## src/rtl/irq_vec_pkg.sv

```systemverilog
package irq_vec_pkg;

    localparam int VEC_W        = 16;
    localparam int NLINE        = 3;              // maskable lines
    localparam int NMI_IDX      = NLINE;          // top entry of the request vector
    localparam int EDGE_IDX     = 2;              // edge-latched maskable line
    localparam int SLOT_SHIFT   = 3;              // restart slots are 8 bytes apart
    localparam int HALF_SLOT    = 1 << (SLOT_SHIFT - 1);
    localparam int HW_SLOT_BASE = 4;
    localparam int DEF_NUM_W    = 3;

    // which request inputs are edge captured (index NMI_IDX and EDGE_IDX)
    localparam logic [NLINE:0] LINE_EDGE_MAP = (1 << NMI_IDX) | (1 << EDGE_IDX);

    typedef struct packed {
        logic [NLINE-1:0] pend;
        logic [NLINE-1:0] mask;
        logic             ie;
    } stat_t;

    localparam int STAT_W = $bits(stat_t);

    // hardware lines land half a slot past slots 4..7
    function automatic logic [VEC_W-1:0] line_vector(input int unsigned idx);
        int unsigned slot;
        slot = (idx == NMI_IDX) ? HW_SLOT_BASE : HW_SLOT_BASE + 1 + idx;
        return VEC_W'((slot << SLOT_SHIFT) + HALF_SLOT);
    endfunction

endpackage

```

## src/rtl/irq_line_capture.sv

```systemverilog
module irq_line_capture #(
    parameter bit EDGE = 1'b0
) (
    input  logic clk,
    input  logic rst,
    input  logic line_i,
    input  logic clr_i,
    output logic pend_o
);

    generate
        if (EDGE) begin : g_edge
            logic prev_q;
            logic lat_q;
            always_ff @(posedge clk) begin
                if (rst) begin
                    prev_q <= 1'b0;
                    lat_q  <= 1'b0;
                end else begin
                    prev_q <= line_i;
                    // a fresh edge wins over a clear in the same cycle
                    lat_q  <= (line_i & ~prev_q) | (lat_q & ~clr_i);
                end
            end
            assign pend_o = lat_q;
        end else begin : g_level
            logic smp_q;
            logic unused_clr;
            assign unused_clr = clr_i;
            always_ff @(posedge clk) begin
                if (rst) smp_q <= 1'b0;
                else     smp_q <= line_i;
            end
            assign pend_o = smp_q;
        end
    endgenerate

endmodule

```

## src/rtl/irq_gate_ctrl.sv

```systemverilog
module irq_gate_ctrl
    import irq_vec_pkg::*;
#(
    parameter int N = NLINE
) (
    input  logic         clk,
    input  logic         rst,
    input  logic         ien_set_i,
    input  logic         ien_clr_i,
    input  logic         mask_wr_i,
    input  logic         mask_en_i,
    input  logic [N-1:0] mask_bits_i,
    input  logic         hw_take_i,
    input  logic         halt_req_i,
    output logic         ie_o,
    output logic [N-1:0] mask_o,
    output logic         halted_o
);

    logic         ie_q;
    logic [N-1:0] mask_q;
    logic         halt_q;

    always_ff @(posedge clk) begin
        if (rst) begin
            ie_q   <= 1'b0;
            mask_q <= '1;
            halt_q <= 1'b0;
        end else begin
            if (hw_take_i || ien_clr_i) ie_q <= 1'b0;
            else if (ien_set_i)         ie_q <= 1'b1;

            if (mask_wr_i && mask_en_i) mask_q <= mask_bits_i;

            if (hw_take_i)       halt_q <= 1'b0;
            else if (halt_req_i) halt_q <= 1'b1;
        end
    end

    assign ie_o     = ie_q;
    assign mask_o   = mask_q;
    assign halted_o = halt_q;

endmodule

```

## src/rtl/irq_select.sv

```systemverilog
module irq_select
    import irq_vec_pkg::*;
#(
    parameter int N     = NLINE,
    parameter int NUM_W = DEF_NUM_W
) (
    input  logic [N:0]       pend_i,
    input  logic             ie_i,
    input  logic [N-1:0]     mask_i,
    input  logic             sw_req_i,
    input  logic [NUM_W-1:0] sw_num_i,
    input  logic             halted_i,
    output logic [N:0]       take_o,
    output logic             fire_o,
    output logic [VEC_W-1:0] vec_o
);

    logic [N:0] allow;
    logic [N:0] cand;

    assign allow = {1'b1, {N{ie_i}} & ~mask_i};
    assign cand  = pend_i & allow;

    always_comb begin
        logic found;
        found  = 1'b0;
        take_o = '0;
        vec_o  = '0;
        if (sw_req_i && !halted_i) begin
            found = 1'b1;
            vec_o = VEC_W'(sw_num_i) << SLOT_SHIFT;
        end else begin
            for (int i = N; i >= 0; i--) begin
                if (!found && cand[i]) begin
                    found     = 1'b1;
                    take_o[i] = 1'b1;
                    vec_o     = line_vector(i);
                end
            end
        end
        fire_o = found;
    end

endmodule

```

## src/rtl/irq_restart_unit.sv

```systemverilog
module irq_restart_unit
    import irq_vec_pkg::*;
#(
    parameter int NUM_W = DEF_NUM_W
) (
    input  logic              clk,
    input  logic              rst,
    input  logic              nmi_i,
    input  logic              edge_irq_i,
    input  logic              lvl_hi_i,
    input  logic              lvl_lo_i,
    input  logic              sw_req_i,
    input  logic [NUM_W-1:0]  sw_num_i,
    input  logic              ien_set_i,
    input  logic              ien_clr_i,
    input  logic              mask_wr_i,
    input  logic              mask_en_i,
    input  logic [NLINE-1:0]  mask_bits_i,
    input  logic              edge_clr_i,
    input  logic              halt_req_i,
    output logic              ack_o,
    output logic [VEC_W-1:0]  vec_o,
    output logic              halted_o,
    output logic [STAT_W-1:0] status_o
);

    logic [NLINE:0]     raw_lines;
    logic [NLINE:0]     pend;
    logic [NLINE:0]     take;
    logic [NLINE:0]     clr;
    logic               fire;
    logic [VEC_W-1:0]   vec_n;
    logic               ie;
    logic [NLINE-1:0]   mask;
    logic               halted;
    logic               ack_q;
    logic [VEC_W-1:0]   vec_q;
    stat_t              stat;

    assign raw_lines = {nmi_i, edge_irq_i, lvl_hi_i, lvl_lo_i};

    generate
        for (genvar g = 0; g <= NLINE; g++) begin : g_line
            if (g == EDGE_IDX) begin : g_clr_sw
                assign clr[g] = take[g] | (mask_wr_i & edge_clr_i);
            end else begin : g_clr_take
                assign clr[g] = take[g];
            end
            irq_line_capture #(.EDGE(LINE_EDGE_MAP[g])) u_cap (
                .clk    (clk),
                .rst    (rst),
                .line_i (raw_lines[g]),
                .clr_i  (clr[g]),
                .pend_o (pend[g])
            );
        end
    endgenerate

    irq_select #(.N(NLINE), .NUM_W(NUM_W)) u_sel (
        .pend_i   (pend),
        .ie_i     (ie),
        .mask_i   (mask),
        .sw_req_i (sw_req_i),
        .sw_num_i (sw_num_i),
        .halted_i (halted),
        .take_o   (take),
        .fire_o   (fire),
        .vec_o    (vec_n)
    );

    irq_gate_ctrl #(.N(NLINE)) u_gate (
        .clk         (clk),
        .rst         (rst),
        .ien_set_i   (ien_set_i),
        .ien_clr_i   (ien_clr_i),
        .mask_wr_i   (mask_wr_i),
        .mask_en_i   (mask_en_i),
        .mask_bits_i (mask_bits_i),
        .hw_take_i   (|take),
        .halt_req_i  (halt_req_i),
        .ie_o        (ie),
        .mask_o      (mask),
        .halted_o    (halted)
    );

    always_ff @(posedge clk) begin
        if (rst) begin
            ack_q <= 1'b0;
            vec_q <= '0;
        end else begin
            ack_q <= fire;
            vec_q <= vec_n;
        end
    end

    assign stat.pend = pend[NLINE-1:0];
    assign stat.mask = mask;
    assign stat.ie   = ie;

    assign ack_o    = ack_q;
    assign vec_o    = vec_q;
    assign halted_o = halted;
    assign status_o = stat;

endmodule

```

## config.mk

```make
export PLATFORM = sky130hd
export DESIGN_NAME = irq_restart_unit
export DESIGN_NICKNAME = d
export VERILOG_FILES = /design/src/rtl/irq_vec_pkg.sv /design/src/rtl/irq_line_capture.sv /design/src/rtl/irq_gate_ctrl.sv /design/src/rtl/irq_select.sv /design/src/rtl/irq_restart_unit.sv
export SDC_FILE = /design/constraint.sdc
export NUM_CORES = 1
export LEC_CHECK = 0
export BUFFER_PORTS_ARGS = -buffer_cell sky130_fd_sc_hd__buf_2
export CAP_MARGIN = 10
export CORE_MARGIN = 2
export CORE_UTILIZATION = 41
export CTS_CLUSTER_DIAMETER = 120
export CTS_CLUSTER_SIZE = 30
export DETAILED_ROUTE_END_ITERATION = 16
export PLACE_DENSITY_LB_ADDON = 0.2
export SYNTH_ARGS = -nofsm -noshare
export SYNTH_HDL_FRONTEND = slang
export SYNTH_SLANG_ARGS = --single-unit
```

## constraint.sdc

```tcl
create_clock -name clk -period 1.6 [get_ports clk]
set_input_delay 0.32 -clock clk [delete_from_list [all_inputs] [get_ports clk]]
set_output_delay 0.32 -clock clk [all_outputs]
set_load 0.05 [all_outputs]
```

==> metrics.log <==
[metrics] status: finished, final reports clean
[metrics] dpl cell area: 858 um2
[metrics] Period Utilization, post-route: 0.872
[metrics] post-CTS setup buffers: 0
[metrics] switching part of the total power: 0.336
[metrics] RD Place Congestion: 0.741
[metrics] leftover overflow at the end of global routing: 0
[metrics] relative contribution of combinational cells to total power: 0.258
[metrics] Tightest Hold Check Type: in -> reg
[metrics] number of buffer cells added on primary ports: 31
[metrics] maximum number of pins on one net before global-route repair: 18
[metrics] drc violations: 0
[metrics] overall global routing resource usage: 0.123
[metrics] Ant. Diodes: 0
[metrics] setup TNS: 0 ns
[metrics] ratio of cells with drive above 1 in the final layout: 0.382
[metrics] number of synthesized register bits: 16
[metrics] final hold viol count: 0
[metrics] Layout Utilization: 0.524
[metrics] number of iterations in the first detailed-routing pass: 2
[metrics] Max H-tree Level: 1
[metrics] CTS tree: yes
[metrics] detailed-route wire length: 1.24 mm
[metrics] Reg2Reg Depth: 3
[metrics] CP Capture Type: flip-flop
[metrics] number of nets in the finished design: 130
[metrics] Highest Clock Rate: 0.717 GHz
[metrics] drt wl/cell: 9.19 um
[metrics] number of warnings printed during yosys synthesis: 0
[metrics] number of different library cells in the post-synthesis netlist: 23
[metrics] leakage power figure: 0.438 nW
[metrics] Die Span Y: 46.6 um
[metrics] Net Sw Power: 316 uW
[metrics] Finish-stage setup viols: 0
[metrics] via count of the first global-routing pass: 451
[metrics] First DRT Iteration DRCs: 1
[metrics] count of instances resized after the clock tree is built: 0
[metrics] share of synthesized flip-flops with an asynchronous set or reset: 0
[metrics] Max clock buf depth: 2
[metrics] worst voltage drop across the vdd grid: 0.473 mV
[metrics] number of antenna violations at the first check in global routing: 0
[metrics] power per cell area: 1050 mW/mm2
[metrics] Crit Path Max Fanout: 3
[metrics] Worst-Skew Late Latency: 0.28 ns
[metrics] Setup CP Type: reg -> reg
[metrics] highest cell delay on the worst timing path: 0.53 ns
[metrics] cell type of the slowest stage on the worst timing path: sky130_fd_sc_hd__or4_4
[metrics] die outline area: 0.00217 mm2
[metrics] CTS Root Buffer Type: sky130_fd_sc_hd__clkbuf_4
[metrics] via count: 563
[metrics] number of buffers created by CTS: 3
[metrics] detailed-placement wirelength estimate: 1.01 mm
[metrics] Post-Syn Area per Cell: 9.31 um2
[metrics] CTS Hold Buffers Added: 0
[metrics] core region area: 0.00171 mm2
[metrics] data required time of the worst path: 1.78 ns
[metrics] layout filler cell count: 173
[metrics] post-DR vias/cell: 4.17
[metrics] setup repair after global routing missed its margin: false
[metrics] starting density of the core: 0.436
[metrics] final period demand of the worst path: 1.39 ns
[metrics] clock share of power: 0.276
[metrics] Die Width: 46.6 um
[metrics] Arrival @ worst endpoint: 1.58 ns
[metrics] number of routed nets with antenna violations: 0
[metrics] number of cells on the worst hold path: 2
[metrics] worst-case clock skew: 0.000888 ns
[metrics] max-slew violation total from the final report: 0
[metrics] EDFF count, synth: 0
[metrics] top-level I/O count: 44
[metrics] register share of total power: 0.466
[metrics] cells along the critical path: nor2b_1 -> or4_4 -> a2111oi_2
[metrics] max capacitance violation total: 0
[metrics] commonest non-fill, non-tap cell in the layout: sky130_fd_sc_hd__buf_2
[metrics] Reg clk slew, reported paths: 0.09 ns
[metrics] number of rows in the core area: 15
[metrics] post-synthesis instance area: 744 um2
[metrics] Most used DFF post-synth: sky130_fd_sc_hd__dfxtp_1
[metrics] category of the worst setup path launch point: flip-flop
[metrics] synthesized instance count: 80
[metrics] first-pass GRT wire length: 1.80 mm
[metrics] Layout Area Growth over Synthesis: 20.2%
[metrics] Tot Pwr: 940 uW
[metrics] highest-count cells in the layout ignoring fill and taps: sky130_fd_sc_hd__buf_2 (31), sky130_fd_sc_hd__dfxtp_1 (14), sky130_fd_sc_hd__conb_1 (12), sky130_fd_sc_hd__nor2b_1 (9), sky130_fd_sc_hd__nor2_1 (7)
[metrics] register area share after synthesis: 0.430
[metrics] Post-Layout Inst Area: 895 um2
[metrics] cell-internal power: 625 uW
[metrics] clock sink total: 16
==> cell type report <==
class | instances | area (um2) | share of cell area
well taps | 25 | 31.3 | 0.0350
repair buffers | 32 | 163 | 0.182
flip-flops and latches | 16 | 323 | 0.361
clock buffers | 4 | 36.3 | 0.0406
inverters | 2 | 7.51 | 0.00839
multi-input cells | 56 | 334 | 0.373
==> metal layers <==
layer	vias up	GRT usage	wire length, um
met5	-	0	0
met2	19	0.172	610
li1	302	-	-
met4	0	0.100	10
met3	2	0.0431	92
met1	240	0.150	526
==> state kept, by name, indices dropped and copies added (netlist names) <==
| name | count |
|---|---|
| g_line.u_cap.pend_o | 4 |
| vec_o | 4 |
| u_gate.mask_o | 3 |
| g_line.u_cap.g_edge.prev_q | 2 |
| ack_o | 1 |
| u_gate.halted_o | 1 |
| u_gate.ie_o | 1 |
==> worst paths after layout <==
check,startpoint,to,slack (ns)
setup / recovery,g_line[1].u_cap.pend_o,u_gate.ie_o,0.21
hold / removal,ien_clr_i,u_gate.ie_o,0.20
setup reg to reg,g_line[1].u_cap.pend_o,u_gate.ie_o,0.21
hold reg to reg,u_gate.mask_o[1],u_gate.mask_o[1],0.49
==> critical path, delay by kind of cell (launching register included) <==
family             cells  cell delay (ns)
and+or+nand+nor        2             0.68
DFF                    1             0.32
AOI/OAI and AO/OA      1             0.30
==> power groups by stage <==
stage	Clock [mW]	Combinational, mW	Sequential (mW)
global route	0.299	0.259	0.442
CTS	0.275	0.244	0.439
finish	0.260	0.242	0.438
global placement	0	0.243	0.447
floorplan	0	0.169	0.497
detailed placement	0	0.243	0.448
==> logic make-up (layout without fill, tap and decap cells) <==
family / Yosys count / in the layout / synth area share
AO/OA/AOI/OAI: 15 / 15 / 0.155
other: 1 / 12 / 0.00504
flip-flops: 16 / 16 / 0.430
buffers and inverters: 19 / 38 / 0.176
AND/OR/NAND/NOR: 29 / 29 / 0.234
==> cells in the mapped netlist, types with 2 or more instances <==
| cell | number | area (um2) |
|---|---|---|
| sky130_fd_sc_hd__nor2_1 | 7 | 26.3 |
| sky130_fd_sc_hd__nor2b_1 | 9 | 56.3 |
| sky130_fd_sc_hd__a21oi_1 | 4 | 20.0 |
| sky130_fd_sc_hd__dfxtp_1 | 16 | 320 |
| sky130_fd_sc_hd__and3_1 | 3 | 18.8 |
| sky130_fd_sc_hd__inv_1 | 2 | 7.51 |
| sky130_fd_sc_hd__o31ai_1 | 2 | 15.0 |
| sky130_fd_sc_hd__buf_4 | 16 | 120 |
| sky130_fd_sc_hd__nand2_1 | 3 | 11.3 |
| sky130_fd_sc_hd__a211o_1 | 3 | 26.3 |
| sky130_fd_sc_hd__a211oi_1 | 3 | 22.5 |
==> per-stage QoR <==
step	hold WS [ns]	instances	setup slack (ns)
4_1_cts	0.184	135	0.188
6_report	0.200	135	0.205
3_3_place_gp	0.460	131	0.259
3_5_place_dp	0.470	131	0.216
2_1_floorplan	0.389	91	0.0179
5_1_grt	0.176	135	0.150
Power figures use the tool's default switching activity.
